<file path="src/rtl/rule_match_pkg.sv">
package rule_match_pkg;
  parameter int ADDR_W  = 32;
  parameter int PORT_W  = 16;
  parameter int PROTO_W = 8;
  parameter int LEN_W   = 6;

  typedef enum logic [1:0] {
    PORT_ANY  = 2'b00,
    PORT_EQ   = 2'b01,
    PORT_GT   = 2'b10,
    PORT_NONE = 2'b11
  } portOp_e;

  typedef struct packed {
    logic               valid;
    logic [ADDR_W-1:0]  srcPfx;
    logic [LEN_W-1:0]   srcLen;
    logic [ADDR_W-1:0]  dstPfx;
    logic [LEN_W-1:0]   dstLen;
    portOp_e            srcOp;
    logic [PORT_W-1:0]  srcPort;
    portOp_e            dstOp;
    logic [PORT_W-1:0]  dstPort;
    logic               protoAny;
    logic [PROTO_W-1:0] proto;
  } ruleEntry_t;

  typedef struct packed {
    logic [ADDR_W-1:0]  srcIp;
    logic [ADDR_W-1:0]  dstIp;
    logic [PORT_W-1:0]  srcPort;
    logic [PORT_W-1:0]  dstPort;
    logic [PROTO_W-1:0] proto;
  } pktHdr_t;

  typedef struct packed {
    logic loadRule;
    logic startLookup;
  } ctrlStrobes_t;

  function automatic logic prefixHit(input logic [ADDR_W-1:0] addr,
                                     input logic [ADDR_W-1:0] pfx,
                                     input logic [LEN_W-1:0]  len);
    logic [ADDR_W-1:0] mask;
    if (len >= LEN_W'(ADDR_W)) mask = '1;
    else                       mask = ~({ADDR_W{1'b1}} >> len);
    return ((addr ^ pfx) & mask) == '0;
  endfunction

  function automatic logic portHit(input portOp_e op,
                                   input logic [PORT_W-1:0] hdrPort,
                                   input logic [PORT_W-1:0] rulePort);
    case (op)
      PORT_ANY: return 1'b1;
      PORT_EQ:  return hdrPort == rulePort;
      PORT_GT:  return hdrPort > rulePort;
      default:  return 1'b0;
    endcase
  endfunction
endpackage

</file>
<file path="src/rtl/rule_ctrl.sv">
module rule_ctrl
  import rule_match_pkg::*;
(
  input  logic         clk,
  input  logic         rstN,
  input  logic         wrEn,
  input  logic         reqValid,
  output ctrlStrobes_t strobes,
  output logic         rspValid
);
  always_comb begin
    strobes.loadRule    = wrEn;
    strobes.startLookup = reqValid;
  end

  always_ff @(posedge clk) begin
    if (!rstN) rspValid <= 1'b0;
    else       rspValid <= reqValid;
  end
endmodule

</file>
<file path="src/rtl/rule_cmp.sv">
module rule_cmp
  import rule_match_pkg::*;
(
  input  ruleEntry_t rule,
  input  pktHdr_t    hdr,
  output logic       hit
);
  logic srcOk, dstOk, sPortOk, dPortOk, protoOk;

  always_comb begin
    srcOk   = prefixHit(hdr.srcIp, rule.srcPfx, rule.srcLen);
    dstOk   = prefixHit(hdr.dstIp, rule.dstPfx, rule.dstLen);
    sPortOk = portHit(rule.srcOp, hdr.srcPort, rule.srcPort);
    dPortOk = portHit(rule.dstOp, hdr.dstPort, rule.dstPort);
    protoOk = rule.protoAny || (hdr.proto == rule.proto);
    hit     = rule.valid && srcOk && dstOk && sPortOk && dPortOk && protoOk;
  end
endmodule

</file>
<file path="src/rtl/rule_datapath.sv">
module rule_datapath
  import rule_match_pkg::*;
#(
  parameter int NUM_RULES = 16,
  localparam int IDX_W = $clog2(NUM_RULES)
) (
  input  logic             clk,
  input  logic             rstN,
  input  ctrlStrobes_t     strobes,
  input  logic [IDX_W-1:0] wrIdx,
  input  ruleEntry_t       wrRule,
  input  pktHdr_t          hdr,
  output logic             rspHit,
  output logic [IDX_W-1:0] rspIdx
);
  ruleEntry_t           ruleTab [NUM_RULES];
  logic [NUM_RULES-1:0] hitVec;
  logic                 anyHit;
  logic [IDX_W-1:0]     bestIdx;

  always_ff @(posedge clk) begin
    if (!rstN) begin
      for (int i = 0; i < NUM_RULES; i++) ruleTab[i] <= '0;
    end else if (strobes.loadRule) begin
      ruleTab[wrIdx] <= wrRule;
    end
  end

  for (genvar g = 0; g < NUM_RULES; g++) begin : gCmp
    rule_cmp uCmp (
      .rule (ruleTab[g]),
      .hdr  (hdr),
      .hit  (hitVec[g])
    );
  end

  always_comb begin
    anyHit  = 1'b0;
    bestIdx = '0;
    for (int i = NUM_RULES - 1; i >= 0; i--) begin
      if (hitVec[i]) begin
        anyHit  = 1'b1;
        bestIdx = IDX_W'(i);
      end
    end
  end

  always_ff @(posedge clk) begin
    if (!rstN) begin
      rspHit <= 1'b0;
      rspIdx <= '0;
    end else if (strobes.startLookup) begin
      rspHit <= anyHit;
      rspIdx <= bestIdx;
    end
  end
endmodule

</file>
<file path="src/rtl/pkt_rule_matcher.sv">
module pkt_rule_matcher
  import rule_match_pkg::*;
(
  input  logic         clk,
  input  logic         rstN,
  input  logic         wrEn,
  input  logic [3:0]   wrIdx,
  input  logic         wrValid,
  input  logic [31:0]  wrSrcPfx,
  input  logic [5:0]   wrSrcLen,
  input  logic [31:0]  wrDstPfx,
  input  logic [5:0]   wrDstLen,
  input  logic [1:0]   wrSrcOp,
  input  logic [15:0]  wrSrcPort,
  input  logic [1:0]   wrDstOp,
  input  logic [15:0]  wrDstPort,
  input  logic         wrProtoAny,
  input  logic [7:0]   wrProto,
  input  logic         reqValid,
  input  logic [31:0]  hdrSrcIp,
  input  logic [31:0]  hdrDstIp,
  input  logic [15:0]  hdrSrcPort,
  input  logic [15:0]  hdrDstPort,
  input  logic [7:0]   hdrProto,
  output logic         rspValid,
  output logic         rspHit,
  output logic [3:0]   rspIdx
);
  localparam int NUM_RULES = 16;

  ctrlStrobes_t strobes;
  ruleEntry_t   wrRule;
  pktHdr_t      hdr;

  always_comb begin
    wrRule.valid    = wrValid;
    wrRule.srcPfx   = wrSrcPfx;
    wrRule.srcLen   = wrSrcLen;
    wrRule.dstPfx   = wrDstPfx;
    wrRule.dstLen   = wrDstLen;
    wrRule.srcOp    = portOp_e'(wrSrcOp);
    wrRule.srcPort  = wrSrcPort;
    wrRule.dstOp    = portOp_e'(wrDstOp);
    wrRule.dstPort  = wrDstPort;
    wrRule.protoAny = wrProtoAny;
    wrRule.proto    = wrProto;
    hdr.srcIp       = hdrSrcIp;
    hdr.dstIp       = hdrDstIp;
    hdr.srcPort     = hdrSrcPort;
    hdr.dstPort     = hdrDstPort;
    hdr.proto       = hdrProto;
  end

  rule_ctrl uCtrl (
    .clk      (clk),
    .rstN     (rstN),
    .wrEn     (wrEn),
    .reqValid (reqValid),
    .strobes  (strobes),
    .rspValid (rspValid)
  );

  rule_datapath #(.NUM_RULES(NUM_RULES)) uDp (
    .clk     (clk),
    .rstN    (rstN),
    .strobes (strobes),
    .wrIdx   (wrIdx),
    .wrRule  (wrRule),
    .hdr     (hdr),
    .rspHit  (rspHit),
    .rspIdx  (rspIdx)
  );
endmodule

</file>
<file path="config.mk">
export PLATFORM = sky130hd
export DESIGN_NAME = pkt_rule_matcher
export DESIGN_NICKNAME = d
export VERILOG_FILES = /design/src/rtl/rule_match_pkg.sv /design/src/rtl/rule_ctrl.sv /design/src/rtl/rule_cmp.sv /design/src/rtl/rule_datapath.sv /design/src/rtl/pkt_rule_matcher.sv
export SDC_FILE = /design/constraint.sdc
export NUM_CORES = 2
export LEC_CHECK = 0
export BUFFER_PORTS_ARGS = -buffer_cell sky130_fd_sc_hd__buf_4
export CAP_MARGIN = 20
export CORE_ASPECT_RATIO = 1.1
export CORE_MARGIN = 5
export CORE_UTILIZATION = 24
export CTS_CLUSTER_SIZE = 14
export DETAILED_ROUTE_END_ITERATION = 16
export PLACE_DENSITY = 0.5
export SYNTH_ARGS = -nofsm -noshare
export SYNTH_HDL_FRONTEND = slang
export SYNTH_SLANG_ARGS = --single-unit
</file>
<file path="constraint.sdc">
create_clock -name clk -period 21.6 [get_ports clk]
set_input_delay 4.32 -clock clk [delete_from_list [all_inputs] [get_ports clk]]
set_output_delay 4.32 -clock clk [all_outputs]
set_load 0.01 [all_outputs]
</file>
==> results.toml <==
[yosys]
synth_edf_count = 1952
syn-instance-count = 10100
yosys_most_used_dff = "edfxtp_1"
post-synth-top-area-fraction_pct = 52.6
netlist_top_cells_count = "and2_1, edfxtp_1, xnor2_1, clkbuf_1, a21oi_1"
most_instantiated_library_cell_after_synthesis = "and2_1"
synthDominantAreaCellType = "edfxtp_1"
synth_nets = 10800
async_flop_share_pct = 0
post_synth.cell_area_avg_sq_um = 11.0
seq_area_frac_synth_pct = 52.7
synth.yosys.warnings = 0
netlist_area_sq_um = 111000
ys_top_cells_by_area = "edfxtp_1, and2_1, ha_1, xnor2_1, xor2_1"
synth.distinct_cells = 90
ys_ff_latch = 1958

[power]
power.share.switching_pct = 28.7
max-vdd-ir-drop_mv = 0.0672
p_seq_share_pct = 46.9
cellLeakagePower_nw = 46.0
share_comb_of_total_power_pct = 14.0
power-per-cell-area_nw_per_um2 = 76.7
clockPowerShare_pct = 39.1
power.internal_mw = 6.94
switchingPower_mw = 2.79
p_total_mw = 9.73

[critical_path]
critPathLaunchType = "input pin"
worstPathArrival_ns = 8.65
setup.worst_path.end_class = "flip-flop"
ff2ff_setup_slack_ns = 16.72
crit_required_ns = 22.40
criticalPathCategory = "in -> reg"
critPathMaxFanout = 16

[cts]
postCtsSetupRepairBufs = 0
clkTransAtPathRegs_ns = 0.06
cts.sink_count = 1958
max-clock-path-buffers = 4
clk_root_buffer_cell = "clkbuf_16"
cts_inserted_buffers = 225
cts_tree = "yes"
hold_buffers = 0
clock_latency_ns = 0.92
cts_resized = 0
cts-htree-levels = 4

[timing]
hold_viol = 0
final_count_of_negative_setup_slack_endpoints = 0
maxClockFrequency_mhz = 127
tns_ns = 0
final.min_clock_period_ns = 7.85
slew_viol_final = 0
rsz0062_at_grt = "false"
fin_ws_ns = 13.75
finalCritPeriodShare_pct = 36.4
timing.max_slew.rel_slack_pct = 15.6
clock-skew-final_ns = 0.0487
worstMarginPinSlew_ns = 1.25

[layout]
synthToLayoutAreaGrowth_pct = 14.0
finalNonFillerCells = 16400
final_util_pct = 27.4
n_fill_cell = 48400
finish.net_count = 10800
fraction_of_final_layout_cells_sized_beyond_drive_strength_1_pct = 8.00

[die]
fp.dieArea_sq_um = 478000
core_area_sq_um = 463000
floorplan.die.height_um = 725
die_width_um = 660
top_level_ports = 240
fp-row-count = 262
start_util_pct = 24.1

[route]
drt_wl_total_um = 472000
first_pass_iters = 8
route.detailed.wl_per_inst_um = 28.7
drt_iter0_drc = 9892
viasPerCell = 4.88
vias = 80300
final_antenna_net_count = 0
route.detailed.drc = 0

[global_routing]
gr-usage-met2_pct = 31.2
gr-usage-met1_pct = 23.9
grt_pass1_vias = 75400
grt_util_all_layers_pct = 18.9
grt_pass1_wl_um = 639000
antenna_found_initial = 83
busiest_layer = "met2"
grt_remaining_overflow = 0
grt.met3_usage_pct = 3.91
grt_start_max_net_pins = 104

[placed_design]
post-place-ws_ns = 12.83
detailedPlacementHpwl_um = 329000
gp_congestion = 0.960
portBuffers = 239
dp.cells = 16000

[job]
drv_cap = 0

[outcome]
run_status = "complete, no violations"

[hold_path]
hold_class = "reg -> reg"
==> through the flow <==
stage | cell area (sq um) | hold slack [ns]
after floorplan | 111000 | 0.493
after global placement | 120000 | 0.603
after detailed placement | 120000 | 0.587
after CTS | 127000 | 0.598
after global routing | 127000 | 0.593
final | 127000 | 0.601
==> final cells by class <==
cell class,count,area (sq um),share of cell area (%)
multi-input combinational,6894,48400,38.1
clock buffer,290,5980,4.71
inverter,560,2100,1.66
timing repair buffer,379,2850,2.25
tap,6204,7760,6.11
clock inverter,122,1010,0.794
antenna,41,103,0.0808
sequential,1958,58700,46.3
==> path summary, 6_finish.rpt <==
kind	endpoint	depth (start not counted)	from
setup / recovery	uDp.rspIdx[0]$_SDFFE_PN0P_	13	hdrSrcPort[15]
hold / removal	uDp.rspIdx[3]$_SDFFE_PN0P_	2	uDp.rspIdx[3]$_SDFFE_PN0P_
setup reg to reg	uDp.rspIdx[3]$_SDFFE_PN0P_	10	uDp.ruleTab[8][88]$_SDFFCE_PN0P_
hold reg to reg	uDp.rspIdx[3]$_SDFFE_PN0P_	2	uDp.rspIdx[3]$_SDFFE_PN0P_
==> per-layer routing <==
metal	routed length [um]	up-vias
met2	222000	3583
li1	-	35700
met1	190000	40200
met4	22100	40
met5	238	-
met3	37400	806
==> critical path, cell delays in order <==
cell       delay (ns)
buf_4            0.21
ha_1             0.35
nand4_1          0.17
nor4_1           0.84
buf_4            0.25
nor2b_1          0.18
a2111oi_0        0.51
nand4_1          0.18
or4_1            0.56
nor3_1           0.44
o21ai_0          0.16
a221oi_1         0.33
o21ai_1          0.09
==> state kept, by name, summed over array words and instances (netlist names) <==
register        cells
uCtrl.rspValid      1
uDp.rspHit          1
uDp.rspIdx          4
uDp.ruleTab      1952
==> layout by cell type, fill, tap and decap left out, drive strengths merged, types with 16 or more instances in the layout <==
master	n
and3	19
clkinv	98
and4	16
nand2b	26
o21ai	393
o22ai	101
o31ai	43
a31oi	48
nor4	161
and2	1979
inv	565
or2	49
nand3b	21
clkbuf	294
a211oi	67
nor4b	16
o31a	18
nor2	285
o2111ai	30
diode	41
edfxtp	1952
nor3	125
a22oi	24
nand4	183
a2111oi	23
xor2	503
nor2b	69
or4	38
a21o	118
a21oi	600
xnor2	651
nand3	132
or3	48
nand2	212
o21a	66
buf	375
o211ai	56
a21boi	17
ha	512
==> kinds of logic (layout without fill, tap and decap cells) <==
family	after synthesis	count (layout)	synth area share, %
other	0	41	0
buffers and inverters	1238	1351	4.21
muxes	17	17	0.163
DFF	1958	1958	52.7
and+or+nand+nor	3421	3421	18.1
AOI/OAI and AO/OA	1775	1775	9.90
xor gates and xnor gates	1154	1154	9.07
adders and majority gates	527	527	5.89
==> power by group through the flow <==
stage	sequential, mW	combinational, mW	clock (mW)
3_5_place_dp	4.63	1.34	0
6_report	4.56	1.36	3.81
4_1_cts	4.56	1.35	3.86
2_1_floorplan	4.60	0.772	0
3_3_place_gp	4.63	1.34	0
5_1_grt	4.58	1.44	4.00
(Power assumes the default switching activity.)
